$ cat src/rtl/led_cmd_pkg.sv
package led_cmd_pkg;
  localparam int FRAME_W = 16;
  localparam int DATA_W  = 8;
  localparam int ADDR_W  = 4;

  localparam logic [ADDR_W-1:0] ADDR_NOOP = 4'h0;
  localparam logic [ADDR_W-1:0] ADDR_MODE = 4'hE;
  localparam logic [ADDR_W-1:0] ADDR_TEST = 4'hF;

  typedef struct packed {
    logic [3:0]        spare;
    logic [ADDR_W-1:0] addr;
    logic [DATA_W-1:0] data;
  } cmd_frame_t;

  localparam int SIG_SCLK = 0;
  localparam int SIG_DIN  = 1;
  localparam int SIG_LOAD = 2;
  localparam int N_SER    = 3;
endpackage

$ cat src/rtl/led_serial_sync.sv
module led_serial_sync #(
  parameter int N_SIG  = 3,
  parameter int STAGES = 2
) (
  input  logic             clk,
  input  logic             rst_n,
  input  logic [N_SIG-1:0] async_in,
  output logic [N_SIG-1:0] sync_out,
  output logic [N_SIG-1:0] rise,
  output logic [N_SIG-1:0] fall
);
  // STAGES synchronizer flops plus one history flop for edge detection
  for (genvar g = 0; g < N_SIG; g++) begin : g_sig
    logic [STAGES:0] chain_q;
    logic [STAGES:0] chain_d;

    always_comb begin
      chain_d = {chain_q[STAGES-1:0], async_in[g]};
    end

    always_ff @(posedge clk or negedge rst_n) begin
      if (!rst_n) chain_q <= '0;
      else        chain_q <= chain_d;
    end

    assign sync_out[g] = chain_q[STAGES-1];
    assign rise[g]     = chain_q[STAGES-1] & ~chain_q[STAGES];
    assign fall[g]     = ~chain_q[STAGES-1] & chain_q[STAGES];
  end
endmodule

$ cat src/rtl/led_cmd_shifter.sv
module led_cmd_shifter #(
  parameter int FRAME_W = 16
) (
  input  logic               clk,
  input  logic               rst_n,
  input  logic               shift_en,
  input  logic               fall_en,
  input  logic               din,
  output logic [FRAME_W-1:0] frame,
  output logic               dout
);
  logic [FRAME_W-1:0] frame_q, frame_d;
  logic               dout_q, dout_d;

  always_comb begin
    frame_d = frame_q;
    if (shift_en) frame_d = {frame_q[FRAME_W-2:0], din};
  end

  always_comb begin
    dout_d = dout_q;
    if (fall_en) dout_d = frame_q[FRAME_W-1];
  end

  always_ff @(posedge clk or negedge rst_n) begin
    if (!rst_n) begin
      frame_q <= '0;
      dout_q  <= 1'b0;
    end else begin
      frame_q <= frame_d;
      dout_q  <= dout_d;
    end
  end

  assign frame = frame_q;
  assign dout  = dout_q;

  // the output bit moves only after a detected falling serial edge
  p_dout_on_fall_r5: assert property (@(posedge clk) disable iff (!rst_n)
    !fall_en |=> $stable(dout_q));

  // the frame register moves only on a detected rising serial edge
  p_shift_on_rise_r2: assert property (@(posedge clk) disable iff (!rst_n)
    !shift_en |=> $stable(frame_q));
endmodule

$ cat src/rtl/led_cmd_regfile.sv
module led_cmd_regfile
  import led_cmd_pkg::*;
#(
  parameter int N_DIGITS = 8,
  parameter int N_CTRL   = 4
) (
  input  logic                       clk,
  input  logic                       rst_n,
  input  logic                       load_evt,
  input  logic [FRAME_W-1:0]         frame,
  output logic [N_DIGITS*DATA_W-1:0] digit_flat,
  output logic [N_CTRL*DATA_W-1:0]   ctrl_flat,
  output logic                       test_mode,
  output logic                       soft_reset,
  output logic                       ext_clk_sel,
  output logic                       wr_strobe
);
  localparam int CTRL_BASE = N_DIGITS + 1;
  localparam logic [ADDR_W-1:0] DIG_LAST   = ADDR_W'(N_DIGITS);
  localparam logic [ADDR_W-1:0] CTRL_FIRST = ADDR_W'(CTRL_BASE);
  localparam logic [ADDR_W-1:0] CTRL_LAST  = ADDR_W'(N_DIGITS + N_CTRL);

  initial begin
    if (N_DIGITS + N_CTRL > 13) $error("address map overflow");
  end

  cmd_frame_t cmd;
  assign cmd = cmd_frame_t'(frame);

  logic [1:0] mode_q, mode_d;
  logic       test_q, test_d;
  logic       strobe_q, strobe_d;
  logic       mode_hit, clear_all, open_wr;
  logic       digit_sel, ctrl_sel, test_hit;

  assign mode_hit  = load_evt && (cmd.addr == ADDR_MODE);
  assign clear_all = mode_hit && cmd.data[1];
  assign open_wr   = load_evt && !mode_q[1];
  assign digit_sel = open_wr && (cmd.addr >= 4'd1) && (cmd.addr <= DIG_LAST);
  assign ctrl_sel  = open_wr && (cmd.addr >= CTRL_FIRST) && (cmd.addr <= CTRL_LAST);
  assign test_hit  = open_wr && (cmd.addr == ADDR_TEST);

  for (genvar g = 0; g < N_DIGITS; g++) begin : g_digit
    localparam logic [ADDR_W-1:0] SLOT = ADDR_W'(g + 1);
    logic [DATA_W-1:0] val_q, val_d;
    logic              hit;
    assign hit = open_wr && (cmd.addr == SLOT);
    always_comb begin
      val_d = val_q;
      if (clear_all) val_d = '0;
      else if (hit)  val_d = cmd.data;
    end
    always_ff @(posedge clk or negedge rst_n) begin
      if (!rst_n) val_q <= '0;
      else        val_q <= val_d;
    end
    assign digit_flat[g*DATA_W +: DATA_W] = val_q;
  end

  for (genvar g = 0; g < N_CTRL; g++) begin : g_ctrl
    localparam logic [ADDR_W-1:0] SLOT = ADDR_W'(CTRL_BASE + g);
    logic [DATA_W-1:0] val_q, val_d;
    logic              hit;
    assign hit = open_wr && (cmd.addr == SLOT);
    always_comb begin
      val_d = val_q;
      if (clear_all) val_d = '0;
      else if (hit)  val_d = cmd.data;
    end
    always_ff @(posedge clk or negedge rst_n) begin
      if (!rst_n) val_q <= '0;
      else        val_q <= val_d;
    end
    assign ctrl_flat[g*DATA_W +: DATA_W] = val_q;
  end

  always_comb begin
    mode_d = mode_q;
    if (mode_hit) mode_d = cmd.data[1:0];
  end

  always_comb begin
    test_d = test_q;
    if (clear_all)     test_d = 1'b0;
    else if (test_hit) test_d = cmd.data[0];
  end

  always_comb begin
    strobe_d = mode_hit | digit_sel | ctrl_sel | test_hit;
  end

  always_ff @(posedge clk or negedge rst_n) begin
    if (!rst_n) begin
      mode_q   <= 2'b00;
      test_q   <= 1'b0;
      strobe_q <= 1'b0;
    end else begin
      mode_q   <= mode_d;
      test_q   <= test_d;
      strobe_q <= strobe_d;
    end
  end

  assign test_mode   = test_q;
  assign soft_reset  = mode_q[1];
  assign ext_clk_sel = mode_q[0];
  assign wr_strobe   = strobe_q;

  // a no-op load never produces a strobe
  p_noop_quiet_r4: assert property (@(posedge clk) disable iff (!rst_n)
    (load_evt && cmd.addr == ADDR_NOOP) |=> !strobe_q);

  // test bit moves only on a test-register load or a soft reset
  p_test_hold_r6: assert property (@(posedge clk) disable iff (!rst_n)
    !(load_evt && (cmd.addr == ADDR_TEST || cmd.addr == ADDR_MODE)) |=> $stable(test_q));

  // the mode register keeps exactly the bits written
  p_mode_keep_r7: assert property (@(posedge clk) disable iff (!rst_n)
    mode_hit |=> (mode_q == $past(cmd.data[1:0])));

  // all other registers stay at default while soft reset is held
  p_soft_clear_r8: assert property (@(posedge clk) disable iff (!rst_n)
    mode_q[1] |-> (digit_flat == '0 && ctrl_flat == '0 && !test_q));

  // every strobe is caused by a load in the cycle before
  p_strobe_cause_r9: assert property (@(posedge clk) disable iff (!rst_n)
    strobe_q |-> $past(load_evt));
endmodule

$ cat src/rtl/led_cmd_frontend.sv
module led_cmd_frontend
  import led_cmd_pkg::*;
#(
  parameter int N_DIGITS    = 8,
  parameter int N_CTRL      = 4,
  parameter int SYNC_STAGES = 2
) (
  input  logic                       clk,
  input  logic                       rst_n,
  input  logic                       ser_clk,
  input  logic                       ser_din,
  input  logic                       ser_load,
  output logic                       ser_dout,
  output logic [N_DIGITS*DATA_W-1:0] digit_flat,
  output logic [N_CTRL*DATA_W-1:0]   ctrl_flat,
  output logic                       test_mode,
  output logic                       soft_reset,
  output logic                       ext_clk_sel,
  output logic                       wr_strobe
);
  // reset: asserted asynchronously, released after two clock edges
  logic [1:0] rst_pipe_q, rst_pipe_d;
  logic       rst_n_int;

  always_comb begin
    rst_pipe_d = {rst_pipe_q[0], 1'b1};
  end

  always_ff @(posedge clk or negedge rst_n) begin
    if (!rst_n) rst_pipe_q <= '0;
    else        rst_pipe_q <= rst_pipe_d;
  end

  assign rst_n_int = rst_pipe_q[1];

  logic [N_SER-1:0]   pin_vec, pin_sync, pin_rise, pin_fall;
  logic [FRAME_W-1:0] frame;

  assign pin_vec = {ser_load, ser_din, ser_clk};

  led_serial_sync #(
    .N_SIG  (N_SER),
    .STAGES (SYNC_STAGES)
  ) u_sync (
    .clk      (clk),
    .rst_n    (rst_n_int),
    .async_in (pin_vec),
    .sync_out (pin_sync),
    .rise     (pin_rise),
    .fall     (pin_fall)
  );

  led_cmd_shifter #(
    .FRAME_W (FRAME_W)
  ) u_shift (
    .clk      (clk),
    .rst_n    (rst_n_int),
    .shift_en (pin_rise[SIG_SCLK]),
    .fall_en  (pin_fall[SIG_SCLK]),
    .din      (pin_sync[SIG_DIN]),
    .frame    (frame),
    .dout     (ser_dout)
  );

  led_cmd_regfile #(
    .N_DIGITS (N_DIGITS),
    .N_CTRL   (N_CTRL)
  ) u_regs (
    .clk         (clk),
    .rst_n       (rst_n_int),
    .load_evt    (pin_rise[SIG_LOAD]),
    .frame       (frame),
    .digit_flat  (digit_flat),
    .ctrl_flat   (ctrl_flat),
    .test_mode   (test_mode),
    .soft_reset  (soft_reset),
    .ext_clk_sel (ext_clk_sel),
    .wr_strobe   (wr_strobe)
  );
endmodule

$ cat config.mk
export PLATFORM = sky130hd
export DESIGN_NAME = led_cmd_frontend
export DESIGN_NICKNAME = d
export VERILOG_FILES = /design/src/rtl/led_cmd_pkg.sv /design/src/rtl/led_serial_sync.sv /design/src/rtl/led_cmd_shifter.sv /design/src/rtl/led_cmd_regfile.sv /design/src/rtl/led_cmd_frontend.sv
export SDC_FILE = /design/constraint.sdc
export NUM_CORES = 1
export LEC_CHECK = 0
export BUFFER_PORTS_ARGS = -buffer_cell sky130_fd_sc_hd__buf_2
export CORE_MARGIN = 1.5
export CORE_UTILIZATION = 40
export DETAILED_ROUTE_END_ITERATION = 7
export PLACE_DENSITY = 0.61
export SLEW_MARGIN = 20
export SYNTH_ARGS = -nofsm -noshare
export SYNTH_HDL_FRONTEND = slang
export SYNTH_SLANG_ARGS = --single-unit
$ cat constraint.sdc
create_clock -name clk -period 3.9 [get_ports clk]
set_input_delay 0.78 -clock clk [delete_from_list [all_inputs] [get_ports clk]]
set_output_delay 0.78 -clock clk [all_outputs]
set_load 0.02 [all_outputs]
==> results of run 1 <==
-- how the worst min path moves through the flow --
stage | to | slack (ps) | cells after the start
floorplan | rst_pipe_q[1] | 330 | 0
global placement | u_sync.g_sig[0].chain_q[1] | 330 | 0
detailed placement | u_sync.g_sig[1].chain_q[1] | 340 | 0
CTS | rst_pipe_q[1] | 120 | 1
global route | rst_pipe_q[0] | 120 | 1
finish | rst_pipe_q[1] | 130 | 1
-- layout by cell type, fill, tap and decap left out, types with 2 or more instances in the layout --
master and instances:
nor4b_4 3, clkbuf_1 2, buf_2 105, and4bb_2 3
nand4bb_1 3, buf_4 6, clkbuf_8 7, nor2b_1 3
or4b_4 2, a311oi_1 9, o21ai_0 83, clkinv_2 3
dfrtp_1 126, mux2_2 17, nand3_1 89, bufinv_16 2
o21ai_1 6, a21oi_1 97, clkbuf_16 17
-- cell type report --
type	count	share of cell area (%)
multi-input cells	335	30.5
clock buffers	26	8.00
clock inverters	5	1.13
flip-flops and latches	127	48.1
repair buffers	112	8.85
well taps	176	3.33
inverters	1	0.0567
-- cells in the mapped netlist --
cell	instances
a21o_1	1
a21oi_1	97
a311oi_1	9
and2_1	1
and2b_1	1
and3b_1	1
and4_1	1
and4b_1	1
and4bb_2	3
buf_1	2
buf_2	18
buf_4	4
buf_6	5
buf_8	1
clkbuf_1	31
clkinv_1	1
conb_1	1
dfrtp_1	127
mux2_2	17
mux2i_1	1
nand2_1	1
nand2b_1	1
nand3_1	89
nand3b_1	1
nand4b_1	1
nand4bb_1	3
nor2b_1	3
nor3_1	1
nor3b_2	1
nor4_4	1
nor4b_4	3
o211a_1	1
o21ai_0	83
o21ai_1	6
o21bai_1	1
or3b_1	1
or4_4	1
or4b_1	1
or4b_4	2
-- where the power goes --
group / switching [mW] / internal (mW) / leakage, nW
logic: 0.912 / 0.504 / 1.09
clock network: 0.557 / 1.05 / 0.302
registers: 0.434 / 1.64 / 1.70
total: 1.90 / 3.20 / 3.10
-- through the flow --
step | utilization, % | instances | setup slack, ps
2_1_floorplan | - | 524 | 99.8
3_3_place_gp | 44.9 | 750 | 1670
3_5_place_dp | 45.0 | 751 | 1540
4_1_cts | 49.6 | 782 | 1520
5_1_grt | 49.6 | 782 | 1320
6_report | 49.6 | 782 | 1490
-- kinds of logic after synthesis --
family          count (synthesis)
mux                            18
compound gates                198
simple gates                  118
buf+inv                        62
flops                         127
other cells                     1
-- flip-flops by register name, indices dropped and copies added, names as in the netlist --
register and cells:
rst_pipe_q 2, u_regs.g_ctrl.val_q 32, u_regs.g_digit.val_q 64, u_regs.mode_q 2
u_regs.test_mode 1, u_regs.wr_strobe 1, u_shift.dout 1, u_shift.frame 16
u_sync.g_sig.chain_q 8
-- metal layers --
| layer | vias to the layer above | track usage [%] | routed length, microns |
|---|---|---|---|
| li1 | 2050 | - | - |
| met1 | 2254 | 28.8 | 6610 |
| met2 | 158 | 33.5 | 7040 |
| met3 | 22 | 5.52 | 938 |
| met4 | 0 | 7.72 | 272 |
| met5 | - | 0 | 0 |
==> reports/summary.txt, run 1 <==
status - finished, final reports clean
pwr/cell area - 772 mW/mm^2
Die Area - 0.0145 sq mm
Final setup violation count - 0
Avg Synthesized Cell Area - 10.5 sq um
Simple-Gate Fraction of Synth Area - 14.0%
Largest stage delay, worst path - 970 ps
DP Wirelength - 8910 microns
xor and xnor fraction of the mapped netlist area - 0%
crit path kind - flip-flop to flip-flop
dominant cells by area after synthesis - dfrtp_1, a21oi_1, nand3_1
cell count after synthesis - 524
post-synthesis net count - 529
final RePlAce weighted congestion - 0.759
CP endpoint kind - flip-flop
Die Span Y - 120 microns
vias in the first global route - 4347
H-tree depth - 4
Post-CTS Repair Setup Buffers - 0
Seq/Total Area, Yosys - 57.7%
Register Area - 0.00318 sq mm
Die X - 120 microns
Resize count post-CTS - 0
FF+latch count, synth - 127
power consumption - 5.10 mW
max-slew violations - 0
clock tree sinks - 127
Worst-path clk slew - 50 ps
Yosys Warn Count - 0
Final ANT Viol Nets - 0
Clock Latency Late Sink - 420 ps
total routed wirelength - 14900 microns
Fmax - 416 MHz
Worst EP arrival - 2650 ps
router iterations before antenna repair - 6
worst vdd ir - 0.387 mV
final hold slack - 132 ps
initial antenna violation count - 0
Yosys cell types - 39
I/O pin total - 106
placed cell areas - 0.00601 sq mm
HP Class - input pin to asynchronous set/reset pin
final instance area - 0.00662 sq mm
largest family of logic cells by synthesized area - compound AO/OA/AOI/OAI gates
Final Hold Viols - 0
number of diodes - 0
Fin Setup TNS - 0 ps
Overall Global Routing Usage - 21.4%
worst clock skew - 5.14 ps
multi-input logic area - 0.00202 sq mm
Levels on crit path - 3
CTS buffer count - 17
worst r2r path cells - 3
Critical Path Source - u_shift.frame[9]
CTS Hold Bufs - 0
Site Rows - 42
mux cell area share after synthesis - 3.66%
final critical-path required period - 2410 ps
Worst Path Max Fanout - 98
Synth Area in Compound Gates - 18.8%
slew margin rel. - 26.6%
Worst path top cell family by delay - simple AND/OR/NAND/NOR gates
CORE AREA - 0.0133 sq mm
area leader, netlist - dfrtp_1
fraction of layout cells with a size suffix above 1 - 28.2%
Critical Path RT - 4140 ps
Synth top area share - 57.7%
initial core utilization - 41.3%
Post-route DRC - 0
fin crit share - 61.7%
largest net degree at the start of global routing - 99
RSZ-0062 raised after global routing - no
clk root buf - clkbuf_16
Pleak - 3.10 nW
CP startpoint kind - flip-flop
Clock Tree Buf Depth - 2
R2R Setup Slk - 1490 ps
First DRT Iteration DRCs - 357
RR Endpoint - u_regs.g_ctrl[0].val_q[4]
total gr overflow - 0
total of max-cap violations - 0
routed vias/inst - 5.73
fillers - 1258
nets - 599
adder-cell share of the synthesized area - 0%
r2r startpoint - u_shift.frame[9]
Vias - 4484
mapped cell area - 0.00551 sq mm
Tightest Pin Transition - 1100 ps
Synth-to-Final Area Change - 20.1%
CP Cell Sequence - nor2b_1 > and4_4 > a21oi_1
slowest CP cell - and4_4
first-pass GRT wire length - 23900 microns
crit path buf inv count - 0
worst setup path endpoint - u_regs.g_ctrl[0].val_q[4]
TritonCTS clock tree - done
WL per Instance - 19.0 microns
IO buf count - 105
No activity file was read; power rests on OpenSTA's default activity.
==> run 2: changes to the inputs <==
- ABC_AREA: not set -> 1
- clock period: 3.9 -> 2.1 ns (I/O delays scaled with it)
==> run 2 against run 1 <==
  * Die area shrank 0.13%
  * Combinational power grew 99%
  * Design area grew 0.47%
  * Flip-flop and latch count is the same
  * Critical path type unchanged
  * Largest cell class unchanged
  * Highest routed layer unchanged
==> reports/summary.txt, run 2 <==
sw power - 3.57 mW (+88%)
Seq/Total Area, Yosys - 57.8% (+0.079 points)
xor and xnor fraction of the mapped netlist area - 0% (unchanged)
worst clock skew - 5.68 ps (+0.543 ps)
I/O pin total - 106 (unchanged)
router iterations before antenna repair - 5 (-1)
Largest stage delay, worst path - 470 ps (-500 ps)
most common cell after layout, fill and taps aside - nand3_1
mux cell area share after synthesis - 0% (-3.7 points)
adder-cell share of the synthesized area - 0% (unchanged)
dominant cells by area after synthesis - dfrtp_1, nand3_1, nand2_1
Critical Path RT - 2400 ps (-1740 ps)
Avg Synthesized Cell Area - 9.48 sq um (-9.8%)
Final WS setup - 352 ps (-1140 ps)
IO buf count - 105 (unchanged)
Worst EP arrival - 2050 ps (-600 ps)
total gr overflow - 0 (unchanged)
Reg power frac - 40.3% (-0.4 points)
Worst Path Max Fanout - 13 (-87%)
cell count after synthesis - 580 (+11%)
slew margin rel. - 49.9% (+23 points)
mapped cell area - 0.00550 sq mm (-0.14%)
CORE AREA - 0.0133 sq mm (unchanged)
Clock Power Share - 30.6% (-0.9 points)
r2r startpoint - u_sync.g_sig[2].chain_q[1]
crit path buf inv count - 0 (unchanged)
async set-or-reset flop fraction in the synthesized netlist - 100% (unchanged)
final critical-path required period - 1750 ps (-659 ps)
Die Area - 0.0145 sq mm (-0.13%)
FF+latch count, synth - 127 (unchanged)
Post-route DRC - 0 (unchanged)
top-count cell post-synth - nand3_1
Vias - 4456 (-0.62%)
clock tree sinks - 127 (unchanged)
Synth top area share - 57.8% (+0.079 points)
Yosys Warn Count - 0 (unchanged)
status - finished, final reports clean
First DRT Iteration DRCs - 408 (+14%)
post-layout utilization of the core - 49.8% (+0.23 points)
Synth Area in Compound Gates - 1.89% (-17 points)
Post-synth EDFFs - 0 (unchanged)
pre-CTS WS - 404 ps (-1140 ps)
initial core utilization - 41.2% (-0.056 points)
slowest CP cell - nor2_2
final hold slack - 110 ps (-22.0 ps)
Fin Setup TNS - 0 ps (unchanged)
Clock Tree Buf Depth - 2 (unchanged)
nets - 684 (+14%)
CP Cell Sequence - nand2_1 > nor2_2 > nand2_1 > nand3_1 > nand2_1
Die Span Y - 120 microns (about the same)
number of diodes - 0 (unchanged)
Site Rows - 42 (unchanged)
CP startpoint kind - flip-flop
Net Sw Frac - 36.7% (-0.54 points)
Overall Global Routing Usage - 19.6% (-1.8 points)
combinational power share - 29.1% (+1.4 points)
most frequent cells in the layout - nand3_1, nand2_1, dfrtp_1
largest family of logic cells by synthesized area - simple AND/OR/NAND/NOR gates
fillers - 1283 (+2.0%)
HP Class - input pin to flip-flop
Pleak - 3.61 nW (+16%)
Final setup violation count - 0 (unchanged)
Synth-to-Final Area Change - 20.8%
Top reg by flops - u_regs.g_digit.val_q
max reg flops - 64 (unchanged)
Worst-path clk slew - 60 ps (about the same)
Top FF cell, synth - dfrtp_1
Final ANT Viol Nets - 0 (unchanged)
largest net degree at the start of global routing - 77 (-22%)
vias in the first global route - 3993 (-8.1%)
R2R Setup Slk - 350 ps (-1140 ps)
H-tree depth - 4 (unchanged)
crit path kind - flip-flop to flip-flop
routed vias/inst - 5.13 (-10%)
Clock Latency Late Sink - 410 ps (about the same)
Simple-Gate Fraction of Synth Area - 33.1% (+19 points)
Tightest Pin Transition - 752 ps (-345 ps)
area leader, netlist - dfrtp_1
post-synthesis net count - 585 (+11%)
max-slew violations - 0 (unchanged)
Synth top cells by count - nand3_1, nand2_1, dfrtp_1
final RePlAce weighted congestion - 0.903 (+19%)
Die X - 120 microns (about the same)
total of max-cap violations - 0 (unchanged)
TritonCTS clock tree - done
DP Wirelength - 8910 microns (about the same)
worst hold start - ser_load
total routed wirelength - 13700 microns (-7.5%)
CTS buffer count - 17 (unchanged)
Most common cell on crit path - nand2_1
RSZ-0062 raised after global routing - no
pwr/cell area - 1460 mW/mm^2 (+90%)
clk root buf - clkbuf_16
fin crit share - 83.2% (+22 points)
Worst path top cell family by delay - simple AND/OR/NAND/NOR gates
Final Hold Viols - 0 (unchanged)
fraction of layout cells with a size suffix above 1 - 25.4% (-2.8 points)
Post-CTS Repair Setup Buffers - 0 (unchanged)
cell internal pwr - 6.15 mW (+92%)
initial antenna violation count - 0 (unchanged)
first-pass GRT wire length - 21700 microns (-9.2%)
WL per Instance - 15.8 microns (-17%)
worst vdd ir - 0.573 mV (+48%)
power consumption - 9.73 mW (+91%)
CP endpoint kind - flip-flop
Fmax - 572 MHz (+38%)
Critical Path Source - u_sync.g_sig[2].chain_q[1]
Yosys cell types - 23 (-41%)
[run 2: through the flow]
step	cells	area [sq um]
floorplan	580	5500
CTS	868	6650
global placement	835	6030
finish	868	6650
global route	868	6650
detailed placement	835	6030
[run 2: cell type report]
class / instances / area, sq um / area share [%]
inverter: 16 / 60.1 / 0.904
sequential: 127 / 3180 / 47.9
tap: 176 / 220 / 3.31
timing repair buffer: 115 / 641 / 9.64
clock buffer: 20 / 467 / 7.02
clock inverter: 12 / 140 / 2.11
multi-input combinational: 402 / 1940 / 29.1
[run 2: layer usage]
| layer | vias up | part of all wire (%) | track usage (%) |
|---|---|---|---|
| met5 | - | 0 | 0 |
| met4 | 0 | 2.2 | 8.24 |
| li1 | 2139 | - | - |
| met2 | 171 | 47 | 29.8 |
| met1 | 2120 | 44 | 27.3 |
| met3 | 26 | 6.8 | 4.15 |
[run 2: worst paths after layout]
| path | end | cells past startpoint |
|---|---|---|
| hold reg to reg | u_regs.g_ctrl[3].val_q[3] | 0 |
| min in group asynchronous | u_regs.g_ctrl[3].val_q[3] | 0 |
| setup reg to reg | u_regs.g_digit[3].val_q[3] | 5 |
| max in group asynchronous | u_regs.g_digit[2].val_q[0] | 1 |
| setup / recovery | u_regs.g_digit[3].val_q[3] | 5 |
| hold / removal | u_sync.g_sig[2].chain_q[0] | 1 |
[run 2: repair_timing]
item,4_1_cts,5_1_grt
hold buffers,1,0
hold endpoints to repair,2,0
gates resized for setup,0,0
[run 2: worst reg2reg max path, cell delays in order, from the launching register on]
cell and delay, ps:
dfrtp_1 410, nand2_1 140, nor2_2 470, nand2_1 360, nand3_1 190, nand2_1 70
[run 2: kinds of logic after synthesis]
kind of cell / Yosys count
compound gates: 20
flops: 127
other cells: 1
simple gates: 381
buf+inv: 51
[run 2: power groups by stage]
stage / combinational, mW / sequential [mW] / clock, mW
2_1_floorplan: 0.918 / 4.71 / 0
3_3_place_gp: 2.80 / 3.94 / 0
3_5_place_dp: 2.85 / 3.97 / 0
4_1_cts: 2.86 / 3.93 / 3.02
5_1_grt: 3.09 / 4.03 / 3.14
6_report: 2.83 / 3.92 / 2.98
